==> src/rtl/ios_pkg.sv <==
`timescale 1ns/1ps
package ios_pkg;
    localparam int unsigned BANK_W    = 2;
    localparam int unsigned NUM_BANKS = 1 << BANK_W;
    localparam int unsigned ROW_W     = 14;
    localparam int unsigned TAG_W     = 4;

    typedef logic [BANK_W-1:0] bank_t;
    typedef logic [ROW_W-1:0]  row_t;
    typedef logic [TAG_W-1:0]  tag_t;

    typedef enum logic [2:0] {
        CMD_NOP = 3'd0,
        CMD_PRE = 3'd1,
        CMD_ACT = 3'd2,
        CMD_RD  = 3'd3,
        CMD_WR  = 3'd4,
        CMD_RDA = 3'd5,
        CMD_WRA = 3'd6
    } cmd_e;

    typedef struct packed {
        bank_t bank;
        row_t  row;
        logic  wr;
        logic  ap;
        tag_t  tag;
    } req_t;

    typedef struct packed {
        cmd_e  code;
        bank_t bank;
        row_t  row;
        tag_t  tag;
    } cmd_t;

    function automatic cmd_e col_code(input logic wr, input logic ap);
        case ({wr, ap})
            2'b00:   return CMD_RD;
            2'b01:   return CMD_RDA;
            2'b10:   return CMD_WR;
            default: return CMD_WRA;
        endcase
    endfunction

    function automatic logic is_col(input cmd_e c);
        return (c == CMD_RD) || (c == CMD_WR) || (c == CMD_RDA) || (c == CMD_WRA);
    endfunction

    function automatic cmd_e next_cmd(input logic open, input row_t orow, input req_t r);
        if (!open)
            return CMD_ACT;
        else if (orow != r.row)
            return CMD_PRE;
        else
            return col_code(r.wr, r.ap);
    endfunction
endpackage

==> src/rtl/ios_queue.sv <==
`timescale 1ns/1ps
module ios_queue
    import ios_pkg::*;
#(
    parameter int unsigned DEPTH = 8,
    localparam int unsigned CNT_W = $clog2(DEPTH + 1)
) (
    input  logic             clk,
    input  logic             rst,
    input  logic             push,
    input  req_t             push_ent,
    input  logic             pop,
    output req_t             ent [DEPTH],
    output logic [DEPTH-1:0] vld,
    output logic [CNT_W-1:0] count,
    output logic             full
);
    logic [CNT_W-1:0] wr_idx;

    assign wr_idx = count - CNT_W'(pop);
    assign full   = (count == CNT_W'(DEPTH));

    always_ff @(posedge clk) begin
        if (rst)
            count <= '0;
        else
            count <= count + CNT_W'(push) - CNT_W'(pop);
    end

    // Head sits at slot 0; removal shifts everyone forward by one.
    always_ff @(posedge clk) begin
        if (pop) begin
            for (int i = 0; i < int'(DEPTH) - 1; i++)
                ent[i] <= ent[i+1];
        end
        if (push)
            ent[wr_idx] <= push_ent;
    end

    for (genvar g = 0; g < DEPTH; g++) begin : g_vld
        assign vld[g] = (count > CNT_W'(g));
    end
endmodule

==> src/rtl/ios_banks.sv <==
`timescale 1ns/1ps
module ios_banks
    import ios_pkg::*;
(
    input  logic                 clk,
    input  logic                 rst,
    input  logic                 upd,
    input  cmd_e                 code,
    input  bank_t                bank,
    input  row_t                 row,
    output logic [NUM_BANKS-1:0] open,
    output row_t                 orow [NUM_BANKS]
);
    for (genvar g = 0; g < NUM_BANKS; g++) begin : g_bank
        logic op_q;
        row_t row_q;

        always_ff @(posedge clk) begin
            if (rst) begin
                op_q  <= 1'b0;
                row_q <= '0;
            end else if (upd && bank == bank_t'(g)) begin
                case (code)
                    CMD_ACT: begin
                        op_q  <= 1'b1;
                        row_q <= row;
                    end
                    CMD_PRE, CMD_RDA, CMD_WRA: op_q <= 1'b0;
                    default: ;
                endcase
            end
        end

        assign open[g] = op_q;
        assign orow[g] = row_q;
    end
endmodule

==> src/rtl/ios_pick.sv <==
`timescale 1ns/1ps
module ios_pick
    import ios_pkg::*;
#(
    parameter int unsigned DEPTH = 8,
    localparam int unsigned IDX_W = $clog2(DEPTH)
) (
    input  req_t                 ent [DEPTH],
    input  logic [DEPTH-1:0]     vld,
    input  logic [NUM_BANKS-1:0] open,
    input  row_t                 orow [NUM_BANKS],
    input  logic                 slot_valid,
    input  bank_t                slot_bank,
    output logic                 issue,
    output cmd_t                 dec,
    output logic                 pop
);
    logic [DEPTH-1:0] match;
    logic             sel_found;
    logic [IDX_W-1:0] sel_idx;
    cmd_e             head_cmd;
    cmd_e             oth_cmd;
    req_t             oth;

    for (genvar g = 0; g < DEPTH; g++) begin : g_match
        assign match[g] = vld[g] && (ent[g].bank == slot_bank);
    end

    // Oldest matching request behind the head.
    always_comb begin
        sel_found = 1'b0;
        sel_idx   = '0;
        for (int i = 1; i < int'(DEPTH); i++) begin
            if (!sel_found && match[i]) begin
                sel_found = 1'b1;
                sel_idx   = IDX_W'(i);
            end
        end
    end

    assign oth      = ent[sel_idx];
    assign head_cmd = next_cmd(open[slot_bank], orow[slot_bank], ent[0]);
    assign oth_cmd  = next_cmd(open[slot_bank], orow[slot_bank], oth);

    always_comb begin
        issue = 1'b0;
        pop   = 1'b0;
        dec   = '{code: CMD_NOP, bank: slot_bank, row: '0, tag: '0};
        if (slot_valid && match[0]) begin
            issue = 1'b1;
            pop   = is_col(head_cmd);
            dec   = '{code: head_cmd, bank: slot_bank, row: ent[0].row, tag: ent[0].tag};
        end else if (slot_valid && sel_found && !is_col(oth_cmd)) begin
            issue = 1'b1;
            dec   = '{code: oth_cmd, bank: slot_bank, row: oth.row, tag: oth.tag};
        end
    end
endmodule

==> src/rtl/ios_sched.sv <==
`timescale 1ns/1ps
module ios_sched
    import ios_pkg::*;
#(
    parameter int unsigned DEPTH = 8,
    localparam int unsigned CNT_W = $clog2(DEPTH + 1)
) (
    input  logic              clk,
    input  logic              rst,
    input  logic              req_valid,
    output logic              req_ready,
    input  logic [BANK_W-1:0] req_bank,
    input  logic [ROW_W-1:0]  req_row,
    input  logic              req_write,
    input  logic              req_autopre,
    input  logic [TAG_W-1:0]  req_tag,
    input  logic              slot_valid,
    input  logic [BANK_W-1:0] slot_bank,
    output logic              cmd_valid,
    output logic [2:0]        cmd_code,
    output logic [BANK_W-1:0] cmd_bank,
    output logic [ROW_W-1:0]  cmd_row,
    output logic [TAG_W-1:0]  cmd_tag
);
    req_t                 q_ent [DEPTH];
    logic [DEPTH-1:0]     q_vld;
    logic [CNT_W-1:0]     q_count;
    logic                 q_full;
    logic                 q_push;
    logic                 q_pop;
    logic [NUM_BANKS-1:0] b_open;
    row_t                 b_row [NUM_BANKS];
    logic                 issue;
    cmd_t                 dec;
    cmd_t                 cmd_q;
    req_t                 in_req;

    assign req_ready = !q_full;
    assign q_push    = req_valid && req_ready;
    assign in_req    = '{bank: req_bank, row: req_row, wr: req_write, ap: req_autopre, tag: req_tag};

    ios_queue #(.DEPTH(DEPTH)) u_queue (
        .clk      (clk),
        .rst      (rst),
        .push     (q_push),
        .push_ent (in_req),
        .pop      (q_pop),
        .ent      (q_ent),
        .vld      (q_vld),
        .count    (q_count),
        .full     (q_full)
    );

    ios_banks u_banks (
        .clk  (clk),
        .rst  (rst),
        .upd  (issue),
        .code (dec.code),
        .bank (dec.bank),
        .row  (dec.row),
        .open (b_open),
        .orow (b_row)
    );

    ios_pick #(.DEPTH(DEPTH)) u_pick (
        .ent        (q_ent),
        .vld        (q_vld),
        .open       (b_open),
        .orow       (b_row),
        .slot_valid (slot_valid),
        .slot_bank  (slot_bank),
        .issue      (issue),
        .dec        (dec),
        .pop        (q_pop)
    );

    always_ff @(posedge clk) begin
        if (rst) begin
            cmd_valid <= 1'b0;
            cmd_q     <= '{code: CMD_NOP, bank: '0, row: '0, tag: '0};
        end else begin
            cmd_valid <= issue;
            cmd_q     <= issue ? dec : '{code: CMD_NOP, bank: '0, row: '0, tag: '0};
        end
    end

    assign cmd_code = cmd_q.code;
    assign cmd_bank = cmd_q.bank;
    assign cmd_row  = cmd_q.row;
    assign cmd_tag  = cmd_q.tag;
endmodule

==> config.mk <==
export PLATFORM = sky130hd
export DESIGN_NAME = ios_sched
export DESIGN_NICKNAME = d
export VERILOG_FILES = /design/src/rtl/ios_pkg.sv /design/src/rtl/ios_queue.sv /design/src/rtl/ios_banks.sv /design/src/rtl/ios_pick.sv /design/src/rtl/ios_sched.sv
export SDC_FILE = /design/constraint.sdc
export NUM_CORES = 1
export LEC_CHECK = 0
export ABC_CLOCK_PERIOD_IN_PS = 9600
export BUFFER_PORTS_ARGS = -buffer_cell sky130_fd_sc_hd__buf_2
export CORE_ASPECT_RATIO = 0.75
export CORE_UTILIZATION = 55
export CTS_BUF_LIST = sky130_fd_sc_hd__clkbuf_2
export DETAILED_ROUTE_END_ITERATION = 6
export GPL_TIMING_DRIVEN = 0
export PLACE_DENSITY = 0.72
export SLEW_MARGIN = 25
export SYNTH_ARGS = -nofsm -noshare
export SYNTH_HDL_FRONTEND = slang
export SYNTH_SLANG_ARGS = --single-unit
export TNS_END_PERCENT = 5
==> constraint.sdc <==
create_clock -name clk -period 9.6 [get_ports clk]
set_input_delay 1.92 -clock clk [delete_from_list [all_inputs] [get_ports clk]]
set_output_delay 1.92 -clock clk [all_outputs]
set_load 0.05 [all_outputs]
==> results.txt, run 1 <==
The run finished with clean final reports. After synthesis, the share of flip-flops with an asynchronous set or reset is 0. The leakage power summed over all cells came out at 6.38 nW.

The smallest clock period supported by the final layout is computed as 8.08 ns. Counting flops and latches in the post-synthesis netlist gives 264. For met1 alone, demand over resource in global routing was 0.564.

The post-synth net total came out at 1609. Max-cap violations in this run came to 0. The number of vias per cell after detailed routing came out at 6.58.

The post-synthesis share of cell area spent on full adders, half adders and majority gates came out at 0.0222. On the worst path, the slowest cell contributes a delay of 0.54 ns. Power spread over the standard cell area amounts to 337 nW/µm². The maximum buffer depth of the clock tree is 3. The average routed wire per standard cell came out at 24.3 µm. The worst register-to-register path has a setup slack of 1.82 ns. The fraction of synthesized cell area in xor and xnor cells is 0.0250. By area, the combinational part of the netlist is dominated by compound AO/OA/AOI/OAI gates. The slowest stage of the critical path belongs to the cell sky130_fd_sc_hd__o311a_1. The simple-gate share of the synthesized area came out at 0.167. The count of distinct cell types in the synthesized netlist came out at 79. The detail route stage leaves a number of antenna-violating nets equal to 0. For this configuration, the core starts out at a cell density of 0.569. The maximum clock frequency came out at 124 MHz. The number of failing setup endpoints in the final timing report came out at 0. The period utilization is 0.841. The fraction of power consumed by combinational cells came out at 0.467. The relative contribution of the clock network to total power is 0.165. The maximum vdd ir drop came out at 0.147 mV. The post-DP HPWL is 35200 µm. The layer with the highest usage is met1. The core box area came out at 23400 µm².

The count of pins on the block boundary came out at 53. The sum of routed wire length over all layers is 49400 µm. The initial antenna violation count is 1. For this design, the CTS-stage hold fixing added 0 buffers. The count of synthesis-stage warnings from yosys came out at 0. The clock transition at the register clock pins on the worst setup and hold paths after CTS is 0.12 ns. The global-route track usage on met3 is 0.136. The total of cells resized after clock tree synthesis came out at 0. The sequential share of power is 0.368. In the final design database the tool counted 1730 nets. The data arrival time at the worst-slack endpoint is 8.86 ns. The critical path required time came out at 10.38 ns. The critical path capture point type is a register.

The switching part of the total power came out at 0.475. The vertical extent of the die came out at 137 µm. The first global-routing pass estimated 73300 µm of wire. The class of the worst hold path is register to register. The count of final max-slew check failures came out at 0. Counting flops with a built-in enable in the synthesized netlist gives 22.

The largest fanout of any net on the critical path came out at 10. The clock sink count is 264. The maximum level of the CTS H-tree came out at 3. The overall fraction of global-route tracks in use is 0.399. The count of mapped cells out of synthesis came out at 1558. The count of endpoints failing hold in the final timing report came out at 0. In this run the power spent charging and discharging nets is 2.33 mW. The die covers 24800 µm².

The relative slew slack came out at 0.216. The worst-case setup slack after placement is 0.895 ns. The mapped cell area came out at 13300 µm². The global placement routability congestion is 1.03. The number of global-route vias before repair came out at 12058. The worst setup path is launched from an input port. The area added between synthesis and finish came out at 9.66%.

The number of detailed-routing iterations run before antenna repair is 7. The die outline width came out at 181 µm. TritonCTS built the clock tree.

The number of violations reported at the end of detailed-routing iteration 0 is 1922. For this run, the leading register cell type out of synthesis is sky130_fd_sc_hd__dfxtp_1. The number of remaining DRC errors is 0. Global routing finished with a remaining overflow of 0.

The number of fill cells in the layout is 2153. For the pin with the worst max-slew slack, the measured transition is 1.18 ns. Setup repair after global routing left no endpoint under its margin. The clock reaches the later pin of the worst-skew pair after 0.92 ns.

Averaged over all synthesized cells, the footprint is 8.53 µm². The setup fix buffers added after clock tree synthesis came out at 0. The total via count after detailed routing is 13335. The number of cell rows is 48. In the final layout, the share of cells above drive strength 1 is 0.142.

The minimum setup slack in the final design is 1.52 ns. The internal power is 2.58 mW. Of the post-synthesis cell area, the part taken by muxes is 0.108. The met2 capacity usage during global routing came out at 0.544.

The root buffer cell chosen for the clock tree is sky130_fd_sc_hd__clkbuf_2. By startpoint and endpoint, the worst setup path is classified as input port to register. The number of port buffers is 50.

Across the routed clock network, the largest skew measured is 0.0834 ns. Of the synthesized area, sequential elements account for 0.414. The CTS buffer count is 66. The compound-cell area share of the yosys netlist came out at 0.219.

The largest net degree at the start of global routing came out at 12. At the end of the flow the core is filled with cells to 0.624.
==> final timing paths <==
path / from / end / cells past startpoint
worst max-delay path: slot_bank[1] / u_banks.g_bank[2].row_q[12] / 28
worst min-delay path: u_queue.ent[36] / u_queue.ent[58] / 2
worst max register to register: u_queue.count[3] / u_banks.g_bank[2].row_q[12] / 29
worst min register to register: u_queue.ent[36] / u_queue.ent[58] / 2
==> power groups by stage <==
| stage | Clock [mW] | Sequential [mW] | Combinational, mW |
|---|---|---|---|
| floorplan | 0 | 1.73 | 1.52 |
| global placement | 0 | 1.80 | 2.14 |
| detailed placement | 0 | 1.80 | 2.19 |
| CTS | 0.815 | 1.78 | 2.20 |
| global route | 0.868 | 1.83 | 2.44 |
| finish | 0.812 | 1.81 | 2.29 |
==> metrics by stage <==
| step | TNS, ns | std cells | total power, mW | area, µm² | hold slack, ns |
|---|---|---|---|---|---|
| detailed placement | 0 | 1911 | 3.99 | 14000 | 0.481 |
| global placement | -21.78 | 1908 | 3.93 | 13900 | 0.474 |
| CTS | 0 | 2026 | 4.79 | 14600 | 0.467 |
| floorplan | 0 | 1558 | 3.25 | 13300 | 0.456 |
| global route | 0 | 2027 | 5.14 | 14600 | 0.492 |
| finish | 0 | 2028 | 4.91 | 14600 | 0.480 |
==> layer usage <==
layer,vias up,part of all wire
met3,164,0.15
met2,1015,0.39
met5,-,0
li1,5876,-
met1,6280,0.42
met4,0,0.041
==> placed cells by master, fill, tap and decap left out, drive strengths merged, types with 6 or more instances in the layout <==
cell	n
a211oi	12
a21o	6
a21oi	90
a221oi	7
a22oi	8
a31oi	62
a32oi	22
and3	6
buf	94
clkbuf	169
clkinv	8
dfxtp	242
edfxtp	22
ha	22
inv	34
mux2i	108
mux4	15
nand2	287
nand3	29
nand3b	6
nand4	11
nor2	135
nor3	9
nor4	7
o211ai	11
o21ai	164
o221ai	11
o22ai	14
or3	7
xnor2	26
xor2	12
==> state kept, by name, summed over array words and instances, names as in the netlist, named ones only <==
| signal | count |
|---|---|
| cmd_tag | 4 |
| u_queue.count | 4 |
| u_banks.g_bank.row_q | 56 |
| cmd_valid | 1 |
| u_queue.ent | 154 |
| cmd_code | 3 |
| cmd_bank | 2 |
| cmd_row | 14 |
| u_banks.g_bank.op_q | 4 |
==> critical path, delay by kind of cell <==
kind | cells | cell delay [ns]
XOR/XNOR | 1 | 0.21
AND/OR/NAND/NOR | 6 | 1.72
AO/OA/AOI/OAI | 9 | 2.29
multiplexers | 1 | 0.26
buffers and inverters | 9 | 2.04
adder cells (fa/ha/maj) | 2 | 0.39
==> Yosys cell counts, types with 26 or more instances <==
master / instances / share of area
sky130_fd_sc_hd__nand2_1: 285 / 0.080
sky130_fd_sc_hd__dfxtp_1: 242 / 0.36
sky130_fd_sc_hd__clkbuf_1: 67 / 0.019
sky130_fd_sc_hd__nand3_1: 29 / 0.011
sky130_fd_sc_hd__xnor2_1: 26 / 0.017
sky130_fd_sc_hd__inv_1: 30 / 0.0085
sky130_fd_sc_hd__a21oi_1: 87 / 0.033
sky130_fd_sc_hd__nor2_1: 135 / 0.038
sky130_fd_sc_hd__o21ai_0: 159 / 0.060
sky130_fd_sc_hd__a31oi_1: 61 / 0.029
sky130_fd_sc_hd__mux2i_1: 108 / 0.081
==> cell type report <==
class	count	area (µm²)	area share
Sequential cell	264	5510	0.378
Buffer	109	488	0.0335
Timing Repair Buffer	53	277	0.0190
Antenna cell	2	5.00	0.000343
Multi-Input combinational cell	1155	7200	0.494
Tap cell	300	375	0.0258
Clock inverter	14	108	0.00738
Inverter	30	113	0.00773
Clock buffer	101	505	0.0347
==> cell families (layout without fill, tap and decap cells) <==
group                      count (synthesis)  count (layout)
buffers and inverters                    139             307
xor gates and xnor gates                  38              38
and+or+nand+nor                          518             518
muxes                                    124             124
other                                      0               2
adders and majority gates                 23              23
AOI/OAI and AO/OA                        452             452
DFF                                      264             264
No activity file was read; power rests on OpenSTA's default activity.
==> run 2, diff against run 1 <==
- ABC_CLOCK_PERIOD_IN_PS: 9600 -> 6500
- PLACE_DENSITY: 0.72 -> 0.75
- clock period: 9.6 -> 6.5 ns (I/O delays scaled with it)
==> run 2 against run 1 <==
Sequential power grew 47%. Via count down 0.70%. Cell area is 1.5% higher. Utilization grew 0.91 points. Combinational power increased by 55%. Global-route usage shrank 0.47 points. Routed wire length shrank 1.5%. Clock power increased by 33%. Flip-flop and latch count stayed put.
==> results.txt, run 2 (synthesis gave the netlist of run 1 again) <==
Result of the run: finished clean (unchanged). The layout cell share with drive strength beyond 1 came out at 0.160 (was 0.142). Of the available clock period, the critical path in the final layout requires 0.971. The largest fanout of any net on the critical path is 10 (unchanged). The cell at the root of the clock tree was sky130_fd_sc_hd__clkbuf_2 (unchanged). The total via count after detailed routing is 13242 (was 13335).

The global placement routability congestion is 1.03 (about the same). The TritonCTS clock tree was built (unchanged). The final instance area is 14800 µm² (was 14600 µm²). The relative slew slack is 0.231 (was 0.216). The sum of routed wire length over all layers is 48600 µm (was 49400 µm). The beginning of the worst hold path was u_queue.ent[77] (was u_queue.ent[36]).

The fraction of power consumed by combinational cells is 0.487 (was 0.467). The overall die area came out at 24800 µm² (unchanged). The leading cell type in the layout, fill and taps excluded is sky130_fd_sc_hd__nand2_1 (unchanged). The relative contribution of the clock network to total power came out at 0.149 (was 0.165). The worst-case setup slack after placement came out at -1.50 ns (was 0.895 ns). The residual overflow from global routing came out at 0 (unchanged).

The post-DP HPWL was 34400 µm (was 35200 µm). The flip-flop count of the largest register after layout came out at 154 (unchanged). The count of endpoints failing hold in the final timing report came to 0 (unchanged).

The clock transition at the register clock pins on the worst setup and hold paths after CTS is 0.12 ns (about the same). The number of vias per cell after detailed routing is 6.52 (was 6.58). The number of global-route vias before repair came out at 12247 (was 12058).

The maximum buffer depth of the clock tree came to 3 (unchanged). The sequential share of power came out at 0.365 (was 0.368). The CTS buffer count was 67 (was 66). The number of cell rows came to 48 (unchanged). The filler-free cell count of the finished design came out at 2032 (was 2028). The number of max-cap violations came out at 0 (unchanged). The maximum vdd ir drop came out at 0.217 mV (was 0.147 mV). The internal power is 3.82 mW (was 2.58 mW). The critical path capture point type is a register (unchanged). The data arrival time at the worst-slack endpoint came out at 7.07 ns (was 8.86 ns). The core box area came out at 23400 µm² (unchanged). Subtracting the final worst setup slack from the clock period gives 6.31 ns.

The number of fill cells in the layout came out at 2080 (was 2153). The net load switching power came to 3.46 mW (was 2.33 mW). The overall fraction of global-route tracks in use came out at 0.394 (was 0.399). The clock skew came to 0.110 ns (was 0.0834 ns). The final layout net count came out at 1740 (was 1730). The number of cells in the design after placement came out at 1910 (was 1911). The number of failing setup endpoints in the final timing report was 0 (unchanged). The number of violations reported at the end of detailed-routing iteration 0 came out at 2045 (was 1922). The class of the worst hold path is register to register (unchanged). The count of final max-slew check failures is 0 (unchanged). The switching part of the total power is 0.475 (about the same). The number of port buffers came out at 50 (unchanged). Commonest non-fill, non-tap cells in the layout: 283 x sky130_fd_sc_hd__nand2_1, 239 x sky130_fd_sc_hd__dfxtp_1, 158 x sky130_fd_sc_hd__o21ai_0 (was 285 x sky130_fd_sc_hd__nand2_1, 242 x sky130_fd_sc_hd__dfxtp_1, 159 x sky130_fd_sc_hd__o21ai_0). The leakage power summed over all cells came out at 6.45 nW (was 6.38 nW).

The initial standard-cell utilization of the core was 0.569 (unchanged). The transition at the pin with the smallest max-transition slack came out at 1.15 ns (was 1.18 ns). The global-route wire length before repair is 73000 µm (was 73300 µm).

The number of hold-repair buffers added at the cts stage is 0 (unchanged). The clock latency on the worst-skew pair came out at 0.93 ns (was 0.92 ns). The count of pins on the block boundary came out at 53 (unchanged). The critical path required time is 7.26 ns (was 10.38 ns). The critical path start-end classification is input port to register (unchanged). The source of the critical timing path is slot_bank[0] (was slot_bank[1]). The reg2reg setup slack came out at 0.20 ns (was 1.82 ns). The total placed instance area came out at 14000 µm² (about the same). The vertical extent of the die is 137 µm (unchanged). The number of detailed-routing iterations run before antenna repair came out at 6 (was 7). The number of remaining DRC errors is 0 (unchanged). The average routed wire per standard cell came out at 23.9 µm (was 24.3 µm). The initial antenna violation count is 1 (unchanged).

The die outline width is 181 µm (unchanged). The category of the worst setup path launch point is an input port (unchanged). The area added between synthesis and finish came out at 11.3% (was 9.66%). The register with the most flip-flops is u_queue.ent (unchanged). The minimum setup slack in the final design is 0.188 ns (was 1.52 ns). The largest net degree at the start of global routing is 12 (unchanged). The clock sink count came out at 264 (unchanged). The worst hold margin is 0.431 ns (was 0.480 ns).

The number of routed nets with antenna violations is 0 (unchanged). The maximum level of the CTS H-tree is 3 (unchanged). The power per unit of standard cell area came out at 492 nW/µm² (was 337 nW/µm²). The launch point of the worst reg-to-reg path is u_queue.count[2] (was u_queue.count[3]). The maximum clock frequency came out at 158 MHz. The final core utilization came out at 0.633 (was 0.624).
==> run 2: timing repair <==
action                                  in CTS  in global routing
pin swaps                                    2                  2
resized for setup                           29                 43
endpoints found under the setup margin     154                 99
buffers inserted                             3                  9
==> run 2: power by group through the flow <==
| stage | Combinational (mW) | Sequential [mW] | Clock (mW) |
|---|---|---|---|
| 5_1_grt | 3.78 | 2.70 | 1.16 |
| 3_5_place_dp | 3.19 | 2.65 | 0 |
| 3_3_place_gp | 3.13 | 2.64 | 0 |
| 2_1_floorplan | 2.25 | 2.55 | 0 |
| 4_1_cts | 3.29 | 2.62 | 1.08 |
| 6_report | 3.54 | 2.66 | 1.08 |
==> run 2: final cells by class <==
class                   count  area (µm²)  share of cell area
diodes                      1        2.50            0.000169
well taps                 300         375              0.0254
plain buffers             107         537              0.0363
repair buffers             64         370              0.0250
flip-flops and latches    264        5510               0.373
inverters                  30         113             0.00762
multi-input cells        1155        7340               0.497
clock inverters            17        65.1             0.00440
clock buffers              94         470              0.0318
==> run 2: per-layer routing <==
layer | vias to the layer above | part of all wire | track usage
met5 | - | 0 | 0
met4 | 0 | 0.039 | 0.165
met3 | 156 | 0.15 | 0.135
met2 | 1052 | 0.40 | 0.561
met1 | 6141 | 0.40 | 0.543
li1 | 5893 | - | -
==> run 2: per-stage QoR <==
stage	power, mW	TNS, ns
floorplan	4.80	-0.867
global placement	5.78	-268.85
detailed placement	5.85	-246.16
CTS	6.99	0
global route	7.64	-0.160
finish	7.28	0
==> run 2: worst max-delay path, cell delays in order <==
cell and delay (ns):
sky130_fd_sc_hd__buf_4 0.19, sky130_fd_sc_hd__xor2_1 0.26, sky130_fd_sc_hd__or3_1 0.15, sky130_fd_sc_hd__clkbuf_1 0.25
sky130_fd_sc_hd__clkbuf_1 0.57, sky130_fd_sc_hd__nor2_1 0.35, sky130_fd_sc_hd__o21ai_0 0.38, sky130_fd_sc_hd__o21ai_0 0.20
sky130_fd_sc_hd__o21ai_0 0.47, sky130_fd_sc_hd__o2111ai_1 0.23, sky130_fd_sc_hd__nor4_2 0.35, sky130_fd_sc_hd__nand4b_2 0.31
sky130_fd_sc_hd__o31a_1 0.36, sky130_fd_sc_hd__o21a_1 0.20, sky130_fd_sc_hd__inv_1 0.08, sky130_fd_sc_hd__ha_1 0.16
sky130_fd_sc_hd__inv_1 0.10, sky130_fd_sc_hd__nor4bb_1 0.33, sky130_fd_sc_hd__o21a_1 0.16, sky130_fd_sc_hd__buf_2 0.21
sky130_fd_sc_hd__clkbuf_4 0.24, sky130_fd_sc_hd__o21ai_0 0.08, sky130_fd_sc_hd__a21oi_1 0.15
==> run 2: worst paths after layout <==
| check | cells past startpoint | to |
|---|---|---|
| setup / recovery | 23 | u_banks.g_bank[3].row_q[8] |
| hold reg to reg | 2 | u_queue.ent[99] |
| setup reg to reg | 25 | u_banks.g_bank[3].row_q[8] |
| hold / removal | 2 | u_queue.ent[99] |
